## src/rtl/regacc_pkg.sv

```systemverilog
package regacc_pkg;
  typedef enum logic [2:0] {
    ST_IDLE   = 3'd0,
    ST_WR_HI  = 3'd1,
    ST_WR_LO  = 3'd2,
    ST_WR_STB = 3'd3,
    ST_RD_HI  = 3'd4,
    ST_RD_LO  = 3'd5
  } regacc_state_e;
endpackage

```

## src/rtl/regacc_regfile.sv

```systemverilog
module regacc_regfile #(
  parameter int DATA_W = 8,
  parameter int ADDR_W = 3
) (
  input  logic                             clk,
  input  logic                             rst,
  input  logic                             wr_en,
  input  logic [ADDR_W-1:0]                addr,
  input  logic [DATA_W-1:0]                wr_data,
  output logic [DATA_W-1:0]                rd_data,
  output logic [(DATA_W<<ADDR_W)-1:0]      regs_flat
);
  localparam int NREG = 1 << ADDR_W;

  logic [NREG-1:0]   wsel;
  logic [DATA_W-1:0] mem [NREG];

  for (genvar k = 0; k < NREG; k++) begin : g_reg
    assign wsel[k] = (addr == ADDR_W'(k));

    always_ff @(posedge clk) begin
      if (rst)                   mem[k] <= '0;
      else if (wr_en && wsel[k]) mem[k] <= wr_data;
    end

    assign regs_flat[k*DATA_W +: DATA_W] = mem[k];

    // an unselected or unenabled entry keeps its value
    assert_reg_hold_R4: assert property (@(posedge clk) disable iff (rst)
      !(wr_en && wsel[k]) |=> $stable(mem[k]));
    // a selected entry takes the write data on the enable edge
    assert_reg_load_R3: assert property (@(posedge clk) disable iff (rst)
      (wr_en && wsel[k]) |=> (mem[k] == $past(wr_data)));
  end

  assign rd_data = mem[addr];
endmodule

```

## src/rtl/regacc_seq.sv

```systemverilog
module regacc_seq
  import regacc_pkg::*;
#(
  parameter int                ADDR_W = 3,
  parameter int                CMD_W  = 4,
  parameter logic [CMD_W-1:0]  CMD_WR = 4'b1100,
  parameter logic [CMD_W-1:0]  CMD_RD = 4'b1101
) (
  input  logic              clk,
  input  logic              rst,
  input  logic              start,
  input  logic [CMD_W-1:0]  cmd,
  input  logic [ADDR_W-1:0] addr_in,
  input  logic              rx_valid,
  input  logic              tx_ack,
  output logic [ADDR_W-1:0] addr_q,
  output logic              wr_en,
  output logic              tx_valid,
  output logic              done
);
  regacc_state_e state_q, state_d;
  logic go_wr, go_rd, finish;

  assign go_wr = start && (cmd == CMD_WR);
  assign go_rd = start && (cmd == CMD_RD);

  always_comb begin
    state_d = state_q;
    finish  = 1'b0;
    unique case (state_q)
      ST_IDLE:   if (go_wr) state_d = ST_WR_HI;
                 else if (go_rd) state_d = ST_RD_HI;
      ST_WR_HI:  if (rx_valid) state_d = ST_WR_LO;
      ST_WR_LO:  if (!rx_valid) state_d = ST_WR_STB;
      ST_WR_STB: begin state_d = ST_IDLE; finish = 1'b1; end
      ST_RD_HI:  if (tx_ack) state_d = ST_RD_LO;
      ST_RD_LO:  if (!tx_ack) begin state_d = ST_IDLE; finish = 1'b1; end
      default:   state_d = ST_IDLE;
    endcase
  end

  always_ff @(posedge clk) begin
    if (rst) begin
      state_q <= ST_IDLE;
      addr_q  <= '0;
      done    <= 1'b0;
    end else begin
      state_q <= state_d;
      done    <= finish;
      if (state_q == ST_IDLE && (go_wr || go_rd)) addr_q <= addr_in;
    end
  end

  assign wr_en    = (state_q == ST_WR_STB);
  assign tx_valid = (state_q == ST_RD_HI) || (state_q == ST_RD_LO);

  // write enable lasts one cycle
  assert_we_single_R3: assert property (@(posedge clk) disable iff (rst)
    wr_en |=> !wr_en);
  // write enable only follows a sampled-low receive valid
  assert_we_after_fall_R3: assert property (@(posedge clk) disable iff (rst)
    $rose(wr_en) |-> !$past(rx_valid));
  // an acknowledge never drops valid in the same step
  assert_valid_hold_R5: assert property (@(posedge clk) disable iff (rst)
    (tx_valid && tx_ack) |=> tx_valid);
  // done is a lone pulse issued while idle
  assert_done_pulse_R7: assert property (@(posedge clk) disable iff (rst)
    done |=> !done);
  assert_done_idle_R7: assert property (@(posedge clk) disable iff (rst)
    done |-> (!tx_valid && !wr_en));
  // latched address is frozen during a cycle
  assert_addr_frozen_R8: assert property (@(posedge clk) disable iff (rst)
    (state_q != ST_IDLE) |=> $stable(addr_q));
  // no strobe or an unknown command keeps the sequencer idle
  assert_stay_idle_R9: assert property (@(posedge clk) disable iff (rst)
    (state_q == ST_IDLE && !go_wr && !go_rd) |=> (state_q == ST_IDLE));
endmodule

```

## src/rtl/regacc_ctrl.sv

```systemverilog
module regacc_ctrl #(
  parameter int                DATA_W = 8,
  parameter int                ADDR_W = 3,
  parameter int                CMD_W  = 4,
  parameter logic [CMD_W-1:0]  CMD_WR = 4'b1100,
  parameter logic [CMD_W-1:0]  CMD_RD = 4'b1101
) (
  input  logic                        clk,
  input  logic                        rst,
  input  logic                        start_i,
  input  logic [CMD_W-1:0]            cmd_i,
  input  logic [ADDR_W-1:0]           addr_i,
  input  logic [DATA_W-1:0]           rx_data_i,
  input  logic                        rx_valid_i,
  input  logic                        tx_ack_i,
  output logic                        tx_valid_o,
  output logic [DATA_W-1:0]           rd_data_o,
  output logic [(DATA_W<<ADDR_W)-1:0] regs_o,
  output logic                        done_o
);
  logic [ADDR_W-1:0] addr_q;
  logic              wr_en;

  regacc_seq #(
    .ADDR_W(ADDR_W), .CMD_W(CMD_W), .CMD_WR(CMD_WR), .CMD_RD(CMD_RD)
  ) seq_i (
    .clk(clk), .rst(rst), .start(start_i), .cmd(cmd_i), .addr_in(addr_i),
    .rx_valid(rx_valid_i), .tx_ack(tx_ack_i), .addr_q(addr_q),
    .wr_en(wr_en), .tx_valid(tx_valid_o), .done(done_o)
  );

  regacc_regfile #(.DATA_W(DATA_W), .ADDR_W(ADDR_W)) rf_i (
    .clk(clk), .rst(rst), .wr_en(wr_en), .addr(addr_q),
    .wr_data(rx_data_i), .rd_data(rd_data_o), .regs_flat(regs_o)
  );
endmodule

```

## config.mk

```make
export PLATFORM = sky130hd
export DESIGN_NAME = regacc_ctrl
export DESIGN_NICKNAME = d
export VERILOG_FILES = /design/src/rtl/regacc_pkg.sv /design/src/rtl/regacc_regfile.sv /design/src/rtl/regacc_seq.sv /design/src/rtl/regacc_ctrl.sv
export SDC_FILE = /design/constraint.sdc
export NUM_CORES = 1
export LEC_CHECK = 0
export ABC_AREA = 1
export BUFFER_PORTS_ARGS = -buffer_cell sky130_fd_sc_hd__buf_2
export CAP_MARGIN = 20
export CORE_ASPECT_RATIO = 1.2
export CORE_MARGIN = 8
export CORE_UTILIZATION = 50
export DETAILED_ROUTE_END_ITERATION = 8
export GPL_TIMING_DRIVEN = 0
export PLACE_DENSITY_LB_ADDON = 0.15
export SKIP_LAST_GASP = 1
export SYNTH_ARGS = -nofsm -noshare
export SYNTH_HDL_FRONTEND = slang
export SYNTH_SLANG_ARGS = --single-unit
export TNS_END_PERCENT = 20
```

## constraint.sdc

```tcl
create_clock -name clk -period 2 [get_ports clk]
set_input_delay 0.4 -clock clk [delete_from_list [all_inputs] [get_ports clk]]
set_output_delay 0.4 -clock clk [all_outputs]
set_load 0.05 [all_outputs]
```

Word-level counts from Yosys, hierarchy flattened. Memory sizes are Yosys's and may differ from the RTL's. A register that Yosys moved wholly into a read port is not among the register bits. Index checks and enable logic that the tools add are counted.

Bits in latches: 0. Word-level logic and storage cells: 92. Memory bits (read-only): 0. Bits in writable memories: 64. Output and inout port bits: 74. Register bits after elaboration: 7. Memories: 1.

Multipliers: 0. Mux-type cells: 45. Bitwise gates (word level): 8. Div/mod/pow operators: 0. Equality and inequality tests: 19. Reduce and logical (&&, ||, !) cells: 16. Order comparisons: 0. Shift operators: 0. Add/subtract/negate cells: 0.

Memories: rf_i.mem (depth 8, bits a word 8, read ports 9, clocked after Yosys merged registers in 1, wr ports 8, line regacc_regfile.sv:16) `logic [DATA_W-1:0] mem [NREG];`.

Operator list (number): 8-bit two-way mux (8); 1-bit two-way mux (27); 3-bit two-way mux (8); 3-bit == test (second input constant) (6); 3-bit case mux with 5 select lines (1); 3-bit by 2-bit == test with 1-bit output (second input constant) (4); 1-bit logical AND (11); 4-bit == test (second input constant) (2); 2-bit inequality test (second input constant) (4); 1-bit OR (8); 3-bit by 1-bit == test with 1-bit output (second input constant) (2); 3-bit zero test (2); 5-bit AND reduction (1); 3-bit by 1-bit inequality test with 1-bit output (second input constant) (1); 1-bit logical OR (2); 1-bit case mux with 2 select lines (1).

Logic depth before layout (Yosys ltp).
Depth in word-level cells: 6. Gate-level depth with buffers: 9. Depth with buffers taken out: 9.

Cells and area by module. A second synthesis with hierarchy kept.

Cell total of the unflattened synthesis: 421. Area total of the unflattened synthesis: 3575.9 sq um.

Modules (own cells, without submodules): regacc_regfile (area an instance 3133.0 sq um, seq. area each 1921.8 sq um, cells an instance 352, instances 1); regacc_seq (area an instance 442.9 sq um, seq. area each 140.1 sq um, cells an instance 69, instances 1).

Least setup slack after synthesis. No wires, ideal clock.

Path type: register to output. From: mem rf_i.mem[4][6]. To: out rd_data_o[6]. Data arrival time: 1.353 ns. Slack: 0.247 ns. Required time: 1.600 ns. Cell stages (with the launch flop): 7. Path through: edfxtp_1 > nor2_1 > nor2_1 > o21ai_0 > o21ai_0 > nand2_1 > nand2_1.

RTL lines: start: declaration (line regacc_regfile.sv:16); end: declaration (line regacc_ctrl.sv:17) `output logic [DATA_W-1:0] rd_data_o,`.

==> summary.txt <==
CTS max path bufs: 2
Layout cells sized above 1: 32.5%
Failing checks: negative setup slack
DRT Wirelength: 10,100 um
Clk root buf: clkbuf_8
Commonest cells after routing, fill and taps aside: nor2_1 (118), buf_2 (86), edfxtp_1 (64)
Final Cycle Share: 102%
Post-Syn Area: 3490 um2
Flop2flop setup slack: 260 ps
Nets: 492
Vias in the first global route: 3,061
RSZ-0062 raised after global routing: yes
Slew Limit Fails: 0
First-pass GRT wire length: 15,700 um
Worst-Margin Slew: 534 ps
GR peak layer: met2
Sequential power share: 45.6%
Fin. Hold Viols: 0
H-tree Lvls: 3
CORE AREA: 6810 um2
Hold_ws: 332 ps
CP required: 1600 ps
Finish-stage setup viols: 7
# rows: 33
DR vias: 3,049
Startpoint type of the worst setup path: register
Largest net degree at the start of global routing: 14
Global Route met2 Usage: 36.5%
Grt met3 use: 5.58%
Starting density of the core: 51.3%
Net Count, Synth: 387
Tmin final: 2050 ps
Hold Crit Depth: 4
Buffers on Ports: 93
Worst setup EP type: output port
Min-delay src: rst
CTS tree: done
Number of diodes: 0
Combinational fraction of design power: 22.6%
Worst vdd ir: 0.000601 V
GR Overflow Total: 0
Vias/cell: 5.41
Post-synthesis to final-layout area growth: 28.5%
Hold EP: seq_i.state_q[0]
FMAX: 489 MHz
CTS clk-pin slew, worst paths: 80 ps
Final setup margin: -46.7 ps
Maxcap violations: 0
Syn. warnings: 0
Initial DRC Count: 312
Pre-CTS setup slack: -44.3 ps
Power Dens Cells: 889 nW/um2
Cells after Synth: 367
Post-Route Setup TNS: -170 ps
Sw Ratio: 32.7%
Status: finished with violations
Later-pin clock latency in the skew report: 350 ps
GR Layer Usage met1: 22.2%
Routed len/inst: 17.9 um
All-Layer GR Usage: 20.7%
Hold Crit Class: in2reg
WP data arrival: 1650 ps
Psw: 1.30 mW
Flops & latches, synth: 74
Total I/O pin count: 94
Number of library cell types mapped by synthesis: 19
Leak: 2.00 nW
Crit Reg-Reg Endpoint: rf_i.mem[2][0]
Clock power frac: 31.8%
Pint: 2.68 mW
Commonest non-fill, non-tap cell in the layout: nor2_1
RR Startpoint: seq_i.state_q[2]
Worst R2R Path Depth: 5
Die height: 108 um
Initial antenna violation count: 0
Remaining DRCs: 0
Worst clock skew: 8.34 ps
Syn Area/Cell: 9.52 um2
Hold-fix buffers at CTS: 0
Crit-path max FO: 10
Num CTS Buffers: 9
HPWL after DPL: 7410 um
CTS sink cnt: 74
Setup CP Type: reg2out
Die width: 92.3 um
Final GP Congestion: 0.922
Routed Antenna Nets: 0
Total power: 3.99 mW
Die area: 9930 um2
Relative slew slack: 64.2%
Pre-Repair DR Iteration Count: 5
Sequential fraction of the synthesis area: 60.8%
kinds of logic (layout without fill, tap and decap cells):
family / after synthesis / count (layout) / synth area share, %
and+or+nand+nor: 200 / 200 / 26.9
DFF: 74 / 74 / 60.8
AOI/OAI and AO/OA: 58 / 58 / 8.31
buffers and inverters: 35 / 145 / 3.98
through the flow:
| step | area [um2] | cells | utilization, % |
|---|---|---|---|
| after floorplan | 3490 | 367 | - |
| after global placement | 4070 | 547 | 59.7 |
| after detailed placement | 4070 | 547 | 59.7 |
| after CTS | 4420 | 562 | 64.9 |
| after global routing | 4490 | 564 | 65.9 |
| final | 4490 | 564 | 65.9 |
metal layers:
layer  up-vias  part of all wire [%]
li1       1445                     -
met4         0                   2.6
met1      1439                    38
met5         -                     0
met2       146                    52
met3        19                   7.4
how the worst max path moves through the flow:
stage / end / slack, ps
2_1_floorplan: rd_data_o[6] / 250
3_3_place_gp: rd_data_o[4] / -20
3_5_place_dp: rd_data_o[5] / -40
4_1_cts: rd_data_o[5] / -20
5_1_grt: rd_data_o[1] / -90
6_report: rd_data_o[4] / -50
repair_timing:
action,in CTS,in global routing
gates cloned,0,1
buffers inserted,0,1
pin swaps,0,2
setup endpoints to repair,8,8
endpoints found under the hold margin,0,0
resized for setup,61,15
state kept, by name, indices dropped and copies added (netlist names), named ones only:
| register | flops |
|---|---|
| rf_i.mem | 64 |
| seq_i.addr_q | 3 |
| seq_i.state_q | 3 |
| seq_i.done | 1 |
synth_stat cells:
cell | instances | area, um2
a21oi_1 | 5 | 25.0
buf_2 | 3 | 15.0
buf_4 | 1 | 7.51
clkbuf_1 | 8 | 30.0
dfxtp_1 | 10 | 200
edfxtp_1 | 64 | 1920
inv_1 | 21 | 78.8
inv_2 | 2 | 7.51
nand2_1 | 55 | 206
nand2_2 | 2 | 12.5
nand3_1 | 7 | 35.0
nand3_2 | 2 | 20.0
nand3_4 | 9 | 158
nand4_1 | 2 | 12.5
nor2_1 | 120 | 450
nor2_2 | 1 | 6.26
nor2_8 | 2 | 40.0
o21ai_0 | 47 | 235
o21ai_1 | 6 | 30.0
critical path, stage by stage, from the launching register on:
cell,delay (ps)
dfxtp_4,430
inv_2,100
buf_8,160
o21ai_2,200
o21ai_0,110
nand2_1,70
nand2_1,70
buf_6,150
area by class of cell:
class                   instances  area (um2)
multi-input cells             258        1290
well taps                      87         109
fillers                       558        2330
clock inverters                 7        92.6
plain buffers                  11         116
flip-flops and latches         74        2130
clock buffers                   9         124
inverters                      23        86.3
repair buffers                 95         537
power by group through the flow:
stage	registers [mW]	clock network [mW]	logic, mW
detailed placement	1.84	0	0.827
floorplan	1.99	0	0.452
global placement	1.84	0	0.817
global route	1.83	1.34	0.966
CTS	1.81	1.28	0.885
finish	1.82	1.27	0.902
(Power assumes the default switching activity.)
